**config.mk**
```make
export PLATFORM = sky130hd
export DESIGN_NAME = arith_flag_unit
export DESIGN_NICKNAME = d
export VERILOG_FILES = /design/src/rtl/afu_pkg.sv /design/src/rtl/afu_slice.sv /design/src/rtl/afu_addsub.sv /design/src/rtl/afu_flag_gen.sv /design/src/rtl/afu_ctl_bits.sv /design/src/rtl/arith_flag_unit.sv
export SDC_FILE = /design/constraint.sdc
export NUM_CORES = 1
export LEC_CHECK = 0
export CAP_MARGIN = 15
export CORE_MARGIN = 2
export CORE_UTILIZATION = 46
export CTS_CLUSTER_DIAMETER = 150
export DETAILED_ROUTE_END_ITERATION = 10
export PLACE_DENSITY = 0.82
export SYNTH_ARGS = -nofsm -noshare
export SYNTH_HDL_FRONTEND = slang
export SYNTH_HIERARCHICAL = 1
export SYNTH_SLANG_ARGS = --single-unit
```
**constraint.sdc**
```tcl
create_clock -name clk -period 4.5 [get_ports clk]
set_input_delay 0.675 -clock clk [delete_from_list [all_inputs] [get_ports clk]]
set_output_delay 0.675 -clock clk [all_outputs]
set_load 0.02 [all_outputs]
```
**src/rtl/afu_pkg.sv**
```systemverilog
package afu_pkg;
   localparam int FLAG_W  = 16;
   localparam int CF_POS  = 0;
   localparam int PF_POS  = 2;
   localparam int AF_POS  = 4;
   localparam int ZF_POS  = 6;
   localparam int SF_POS  = 7;
   localparam int TF_POS  = 8;
   localparam int IF_POS  = 9;
   localparam int DF_POS  = 10;
   localparam int OF_POS  = 11;
   localparam int CTL_N   = 3;
   localparam logic [FLAG_W-1:0] FIXED_ONES = 16'hF002;

   typedef struct packed {
      logic cf;
      logic pf;
      logic af;
      logic zf;
      logic sf;
      logic of;
   } status_t;
endpackage

```
**src/rtl/afu_slice.sv**
```systemverilog
module afu_slice #(
   parameter int W = 8
) (
   input  logic [W-1:0] a_i,
   input  logic [W-1:0] b_i,
   input  logic         cin_i,
   output logic [W-1:0] sum_o,
   output logic         cout_o
);
   logic [W:0] full;

   assign full   = {1'b0, a_i} + {1'b0, b_i} + {{W{1'b0}}, cin_i};
   assign sum_o  = full[W-1:0];
   assign cout_o = full[W];
endmodule

```
**src/rtl/afu_addsub.sv**
```systemverilog
module afu_addsub #(
   parameter int WORD_W = 16,
   parameter int BYTE_W = 8,
   parameter int NIB_W  = 4
) (
   input  logic [WORD_W-1:0] a_i,
   input  logic [WORD_W-1:0] b_i,
   input  logic              sub_i,
   input  logic              byte_i,
   output logic [WORD_W-1:0] sum_o,
   output logic              cout_o,
   output logic              cmsb_o,
   output logic              cnib_o
);
   localparam int NSZ   = 2;
   localparam int BYTE_I = 0;
   localparam int WORD_I = 1;

   logic [WORD_W-1:0] b_eff;
   logic [NSZ-1:0]    cout_s;
   logic [NSZ-1:0]    cmsb_s;
   logic [WORD_W-1:0] sum_s [NSZ];

   assign b_eff = sub_i ? ~b_i : b_i;

   for (genvar s = 0; s < NSZ; s++) begin : g_size
      localparam int SZ = (s == BYTE_I) ? BYTE_W : WORD_W;
      logic [SZ-1:0] part;

      afu_slice #(.W(SZ)) u_slice (
         .a_i    (a_i[SZ-1:0]),
         .b_i    (b_eff[SZ-1:0]),
         .cin_i  (sub_i),
         .sum_o  (part),
         .cout_o (cout_s[s])
      );

      // carry into the top bit recovered from that bit's sum and inputs
      assign cmsb_s[s] = part[SZ-1] ^ a_i[SZ-1] ^ b_eff[SZ-1];

      if (SZ < WORD_W) begin : g_ext
         assign sum_s[s] = {{(WORD_W-SZ){1'b0}}, part};
      end else begin : g_full
         assign sum_s[s] = part;
      end
   end

   assign sum_o  = byte_i ? sum_s[BYTE_I]  : sum_s[WORD_I];
   assign cout_o = byte_i ? cout_s[BYTE_I] : cout_s[WORD_I];
   assign cmsb_o = byte_i ? cmsb_s[BYTE_I] : cmsb_s[WORD_I];
   assign cnib_o = sum_o[NIB_W] ^ a_i[NIB_W] ^ b_eff[NIB_W];
endmodule

```
**src/rtl/afu_flag_gen.sv**
```systemverilog
module afu_flag_gen
   import afu_pkg::*;
#(
   parameter int WORD_W = 16,
   parameter int BYTE_W = 8,
   parameter int PAR_W  = 8
) (
   input  logic [WORD_W-1:0] sum_i,
   input  logic              sub_i,
   input  logic              byte_i,
   input  logic              cout_i,
   input  logic              cmsb_i,
   input  logic              cnib_i,
   output status_t           st_o
);
   logic par_odd;
   logic byte_zero;
   logic word_zero;

   if (PAR_W == 1) begin : g_par1
      assign par_odd = sum_i[0];
   end else begin : g_parn
      assign par_odd = ^sum_i[PAR_W-1:0];
   end

   assign byte_zero = (sum_i[BYTE_W-1:0] == '0);
   assign word_zero = (sum_i == '0);

   always_comb begin
      st_o.cf = cout_i ^ sub_i;
      st_o.af = cnib_i ^ sub_i;
      st_o.of = cmsb_i ^ cout_i;
      st_o.pf = ~par_odd;
      st_o.zf = byte_i ? byte_zero : word_zero;
      st_o.sf = byte_i ? sum_i[BYTE_W-1] : sum_i[WORD_W-1];
   end
endmodule

```
**src/rtl/afu_ctl_bits.sv**
```systemverilog
module afu_ctl_bits #(
   parameter int N = 3
) (
   input  logic         clk,
   input  logic         rst_n,
   input  logic [N-1:0] set_i,
   input  logic [N-1:0] clr_i,
   output logic [N-1:0] q_o
);
   for (genvar i = 0; i < N; i++) begin : g_bit
      always_ff @(posedge clk or negedge rst_n) begin
         if (!rst_n)        q_o[i] <= 1'b0;
         else if (clr_i[i]) q_o[i] <= 1'b0;
         else if (set_i[i]) q_o[i] <= 1'b1;
      end
   end
endmodule

```
**src/rtl/arith_flag_unit.sv**
```systemverilog
module arith_flag_unit
   import afu_pkg::*;
#(
   parameter int WORD_W = 16,
   parameter int BYTE_W = 8,
   parameter int NIB_W  = 4,
   parameter int PAR_W  = 8
) (
   input  logic              clk,
   input  logic              rst_n,
   input  logic [WORD_W-1:0] op_a,
   input  logic [WORD_W-1:0] op_b,
   input  logic              op_sub,
   input  logic              op_byte,
   input  logic              wr_en,
   input  logic [CTL_N-1:0]  ctl_set,
   input  logic [CTL_N-1:0]  ctl_clr,
   output logic [WORD_W-1:0] result,
   output logic [FLAG_W-1:0] flags
);
   if (WORD_W <= BYTE_W) begin : g_bad_word
      $error("WORD_W must exceed BYTE_W");
   end
   if (NIB_W < 1 || NIB_W >= BYTE_W) begin : g_bad_nib
      $error("NIB_W must lie inside the byte");
   end
   if (PAR_W < 1 || PAR_W > BYTE_W) begin : g_bad_par
      $error("PAR_W must lie inside the byte");
   end

   logic              cout;
   logic              cmsb;
   logic              cnib;
   status_t           st_next;
   status_t           st_q;
   logic [CTL_N-1:0]  ctl_q;

   afu_addsub #(.WORD_W(WORD_W), .BYTE_W(BYTE_W), .NIB_W(NIB_W)) u_addsub (
      .a_i    (op_a),
      .b_i    (op_b),
      .sub_i  (op_sub),
      .byte_i (op_byte),
      .sum_o  (result),
      .cout_o (cout),
      .cmsb_o (cmsb),
      .cnib_o (cnib)
   );

   afu_flag_gen #(.WORD_W(WORD_W), .BYTE_W(BYTE_W), .PAR_W(PAR_W)) u_flag_gen (
      .sum_i  (result),
      .sub_i  (op_sub),
      .byte_i (op_byte),
      .cout_i (cout),
      .cmsb_i (cmsb),
      .cnib_i (cnib),
      .st_o   (st_next)
   );

   always_ff @(posedge clk or negedge rst_n) begin
      if (!rst_n)     st_q <= '0;
      else if (wr_en) st_q <= st_next;
   end

   afu_ctl_bits #(.N(CTL_N)) u_ctl (
      .clk   (clk),
      .rst_n (rst_n),
      .set_i (ctl_set),
      .clr_i (ctl_clr),
      .q_o   (ctl_q)
   );

   always_comb begin
      flags         = FIXED_ONES;
      flags[CF_POS] = st_q.cf;
      flags[PF_POS] = st_q.pf;
      flags[AF_POS] = st_q.af;
      flags[ZF_POS] = st_q.zf;
      flags[SF_POS] = st_q.sf;
      flags[OF_POS] = st_q.of;
      flags[TF_POS] = ctl_q[0];
      flags[IF_POS] = ctl_q[1];
      flags[DF_POS] = ctl_q[2];
   end
endmodule

```
* Word level (Yosys, flattened, before mapping)
Cells that the tools add are included.
** Operators by class
- $add $sub $neg :: 4
- Mux-type cells :: 12
- Bitwise logic cells :: 11
- Reductions and logical operators :: 6
** Operators by type and width (count)
- $mux W16 :: 2
- $add A16 B16 Y17 :: 1
- $add A17 B1 Y17 :: 1
- $logic_not A16 Y1 :: 1
- $not A16 Y16 :: 1
- $mux W1 :: 10
- $add A8 B8 Y9 :: 1
- $add A9 B1 Y9 :: 1
- $xor A1 B1 Y1 :: 9
- $logic_not A8 Y1 :: 1
- $reduce_xor A8 Y1 :: 1
- $reduce_bool A2 Y1 :: 3
- $not A1 Y1 :: 1
** Word-level totals
- Bits in registers :: 9
- Word-level logic and storage cells :: 42

* Longest topological paths before layout
- Depth in word-level cells :: 8
- Gate-level depth with buffers :: 16
- Gate-level depth less buffers :: 14

* Cells and area by module
Netlist, hierarchy kept.
** Modules (own cells, without submodules)
- afu_slice (u_addsub.g_size[1].u_slice) :: times used 1, cells each 89, area each 733.2 µm², sequential area each 0.0 µm²
- afu_addsub :: times used 1, cells each 44, area each 404.1 µm², sequential area each 0.0 µm²
- afu_slice (u_addsub.g_size[0].u_slice) :: times used 1, cells each 42, area each 331.6 µm², sequential area each 0.0 µm²
- arith_flag_unit :: times used 1, cells each 22, area each 311.5 µm², sequential area each 150.1 µm²
- afu_flag_gen :: times used 1, cells each 24, area each 171.4 µm², sequential area each 0.0 µm²
- afu_ctl_bits :: times used 1, cells each 6, area each 105.1 µm², sequential area each 75.1 µm²

* Worst setup path before layout
No wires, ideal clock.
- Path kind :: input-to-output
- Start point :: input op_sub
- End point :: output result[10]
- Arrival :: 3276 ps
- Slack :: 549 ps
- Stages on the path :: 11
- Cells stage by stage :: buf_6 -> xor2_1 -> fa_1 -> fa_1 -> a21oi_2 -> o21ai_2 -> a2111oi_2 -> o31ai_1 -> a21oi_1 -> xnor2_1 -> nor2b_1
** Between the ends
- Longest elaborated chain between the ends :: 4
** Ends and longest elaborated chain
- from (decl) :: line arith_flag_unit.sv:13 : input logic op_sub,
- $mux W16 :: line afu_addsub.sv:24 : assign b_eff = sub_i ? ~b_i : b_i;
- net u_addsub.b_eff[0] :: line afu_addsub.sv:19 : logic [WORD_W-1:0] b_eff;
- $add A16 B16 Y17 :: line afu_slice.sv:12 : assign full = {1'b0, a_i} + {1'b0, b_i} + {{W{1'b0}}, cin_i};
- $add A17 B1 Y17 :: line afu_slice.sv:12
- net u_addsub.g_size[1].part[10] :: line afu_addsub.sv:28 : logic [SZ-1:0] part;
- $mux W16 :: line afu_addsub.sv:48 : assign sum_o = byte_i ? sum_s[BYTE_I] : sum_s[WORD_I];
- to (decl) :: line arith_flag_unit.sv:18 : output logic [WORD_W-1:0] result,
The timed path passes the listed nets, and every way through them passes these cells.

* Worst setup path in the final report
Ends and elaborated chain as after synthesis.

==> impl_metrics.ini <==
[worst_hold_path]
hold_depth = 1
hp-class = reg -> reg

[power]
p_sw_uw = 420
pwr-share-comb_pct = 78.9
p_clk_share_pct = 9.3
p_int_uw = 576
pwr-share-seq_pct = 11.8
p_per_area_nw_per_um2 = 331
switching_share_pct = 42.2
ir_drop_mv = 0.146
leakage_uw = 0.00140

[floorplanning]
initial_core_util_pct = 47.6
fp.dieW_um = 70.9
row_count = 24
die_h_um = 70.9
design.core.area_sq_um = 4320
io_pins = 75
die_area_sq_um = 5020

[cts]
holdBufCountCts = 0
cts_made_buffers = 3
cts-root-buf = clkbuf_8
htree_levels = 1
cts.sinks = 9
cts_tree = yes
clk_latency_ns = 0.23
clockBufferDepth = 2
clk_pin_slew_ns = 0.04

[yosys]
synthSimpleGateAreaFrac_pct = 10.3
synth_top_area_share_pct = 15.8
ys_top_cells_by_area = ha_1 (16%), dfrtp_1 (11%), xor2_1 (9.8%)
synth_cell_types = 49
synth_top_family_by_area = XOR/XNOR gates
synth-xor-area-share_pct = 20.7
postSynthCellCount = 227
synth-seq-cells = 9
yosysSeqAreaShare_pct = 10.9
yosysWarnings = 6
synth_largest_area_cell = ha_1
syn_area_per_cell_sq_um = 9.06
netlist_area_sq_um = 2060
synth_compound_area_share_pct = 20.0
async_flop_share_pct = 100
synthMuxAreaShare_pct = 10.9
synth-adder-area-share_pct = 19.7
synth_edf_count = 0
synth_flop_cell = dfrtp_1

[route]
drc = 0
drt-wirelength-per-cell_um = 13.6
first_iter_violations = 46
ant_nets = 0
vias_per_cell = 5.22
totalWireLength_mm = 5.06
vias = 1943
dr.pass1.iters = 4

[grt]
grt_pass1_vias = 1951
grtUsageTotal_pct = 19.7
antenna_found_initial = 0
overflow = 0
grt_start_max_net_pins = 21
grt_pass1_wl_mm = 8.22

[cells_and_area]
final_cell_mix = clkdlybuf4s50_1 (56), buf_4 (29), ha_1 (26)
antenna_cells_inserted = 0
area_growth_pct = 46.4
layout_commonest_cell = clkdlybuf4s50_1
fin_area_sq_um = 3010
nNetsFinal = 394
drive_above_1_share_pct = 22.2

[worst_setup_path]
crit_fanout = 2
cp_slowest_cell = fa_1
slowest_delay_ns = 0.45
crit_required_ns = 3.83
reg2reg_depth = 1
critical_path_class = in -> out
crit_chain = clkdlybuf4s50_1 -> xor2_1 -> fa_1 -> fa_1 -> a21oi_2 -> o21ai_2 -> a2111oi_4 -> o31ai_1 -> a21oi_1 -> xnor2_1 -> nor2b_2 -> buf_2
arrival_ns = 3.68
worstSetupStartpointType = input port
path_common_cell = fa_1
end_kind = output pin

[sta]
relSlewSlack_pct = 43.0
hold_ws_ns = 0.489
finClkSkew_ns = 0
finalMaxSlewViolations = 0
period_minus_slack_ns = 4.35
finalHoldViolCount = 0
worst_pin_slew_ns = 0.852
clock.fmax_ghz = 0.230
setup_tns_ns = 0
setup_violations = 0
rsz0062_at_grt = true
post-route-period-util_pct = 96.7

[run_status]
status = finished clean

[place]
io_buffers = 67
hpwlAfterDp_mm = 4.30
place_area_sq_um = 2940
place_congestion = 0.864

[run]
cap_viol_max_count = 0
-- critical path, delay by kind of cell --
kind / cells / cell delay (ns)
compound gates: 5 / 0.94
fa+ha+maj: 2 / 0.88
buf+inv: 2 / 0.64
xor+xnor: 2 / 0.36
simple gates: 1 / 0.19
-- registers in the layout (all words and copies together), names as in the netlist --
register / cells
flags: 6
u_ctl/q_o: 3
-- metal layers --
layer  global-route usage (%)  up-vias  part of all wire [%]
met2                     39.0       59                    55
met5                        0        -                     0
met1                     22.4      902                    39
li1                         -      974                     -
met4                     4.61        0                   1.5
met3                     1.57        8                   4.1
-- power groups by stage --
stage	combinational, uW	clock [uW]	sequential, uW
floorplan	479	0	143
global placement	765	0	117
detailed placement	789	0	117
CTS	784	96.2	118
global route	853	99.2	120
finish	785	92.6	118
-- cells in the mapped netlist (3+ instances only) --
cell	n
nand3_1	5
nor2b_1	11
dfrtp_1	9
fa_1	4
o21ai_0	5
nor2_1	6
xnor2_1	20
o21ba_1	3
mux2_4	6
a21oi_2	3
a21oi_1	15
inv_1	14
mux2_2	9
o21bai_1	4
xor2_1	23
nor4_1	3
nand2_1	7
ha_1	26
buf_4	7
buf_2	3
a21o_1	6
xor2_2	3
-- repair_timing --
action | CTS | global route
setup buffers | 0 | 0
endpoints found under the setup margin | 9 | 9
hold endpoints to repair | 0 | 0
gates resized for setup | 13 | 19
-- layout make-up --
class                           instances  area [sq um]
Clock buffer                            4          45.0
Fill cell                             348          1310
Inverter                               15          56.3
Multi-Input combinational cell        196          1750
Sequential cell                         9           225
Tap cell                               52          65.1
Timing Repair Buffer                   96           871
-- stage by stage --
stage / cells / worst slack [ns] / utilization [%] / total power (uW)
5_1_grt: 372 / -0.0489 / 69.6 / 1070
2_1_floorplan: 232 / 0.549 / - / 621
3_3_place_gp: 368 / -0.278 / 68.0 / 882
3_5_place_dp: 368 / -0.344 / 68.0 / 906
6_report: 372 / 0.148 / 69.6 / 996
4_1_cts: 372 / 0.00982 / 68.8 / 998
-- final timing paths --
path / slack [ns] / to / start
worst max-delay path: 0.15 / result[10] / op_sub
worst max register to register: 3.72 / flags[6] / flags[6]
min in group asynchronous: 0.74 / u_ctl/q_o[0] / rst_n
worst min-delay path: 0.49 / u_ctl/q_o[2] / u_ctl/q_o[2]
worst min register to register: 0.49 / u_ctl/q_o[2] / u_ctl/q_o[2]
max in group asynchronous: 3.49 / flags[0] / rst_n
-- kinds of logic after synthesis --
group	Yosys count
fa+ha+maj	30
flops	9
mux	18
compound gates	55
simple gates	40
other cells	2
buf+inv	27
xor+xnor	46
No activity file was read; power rests on OpenSTA's default activity.
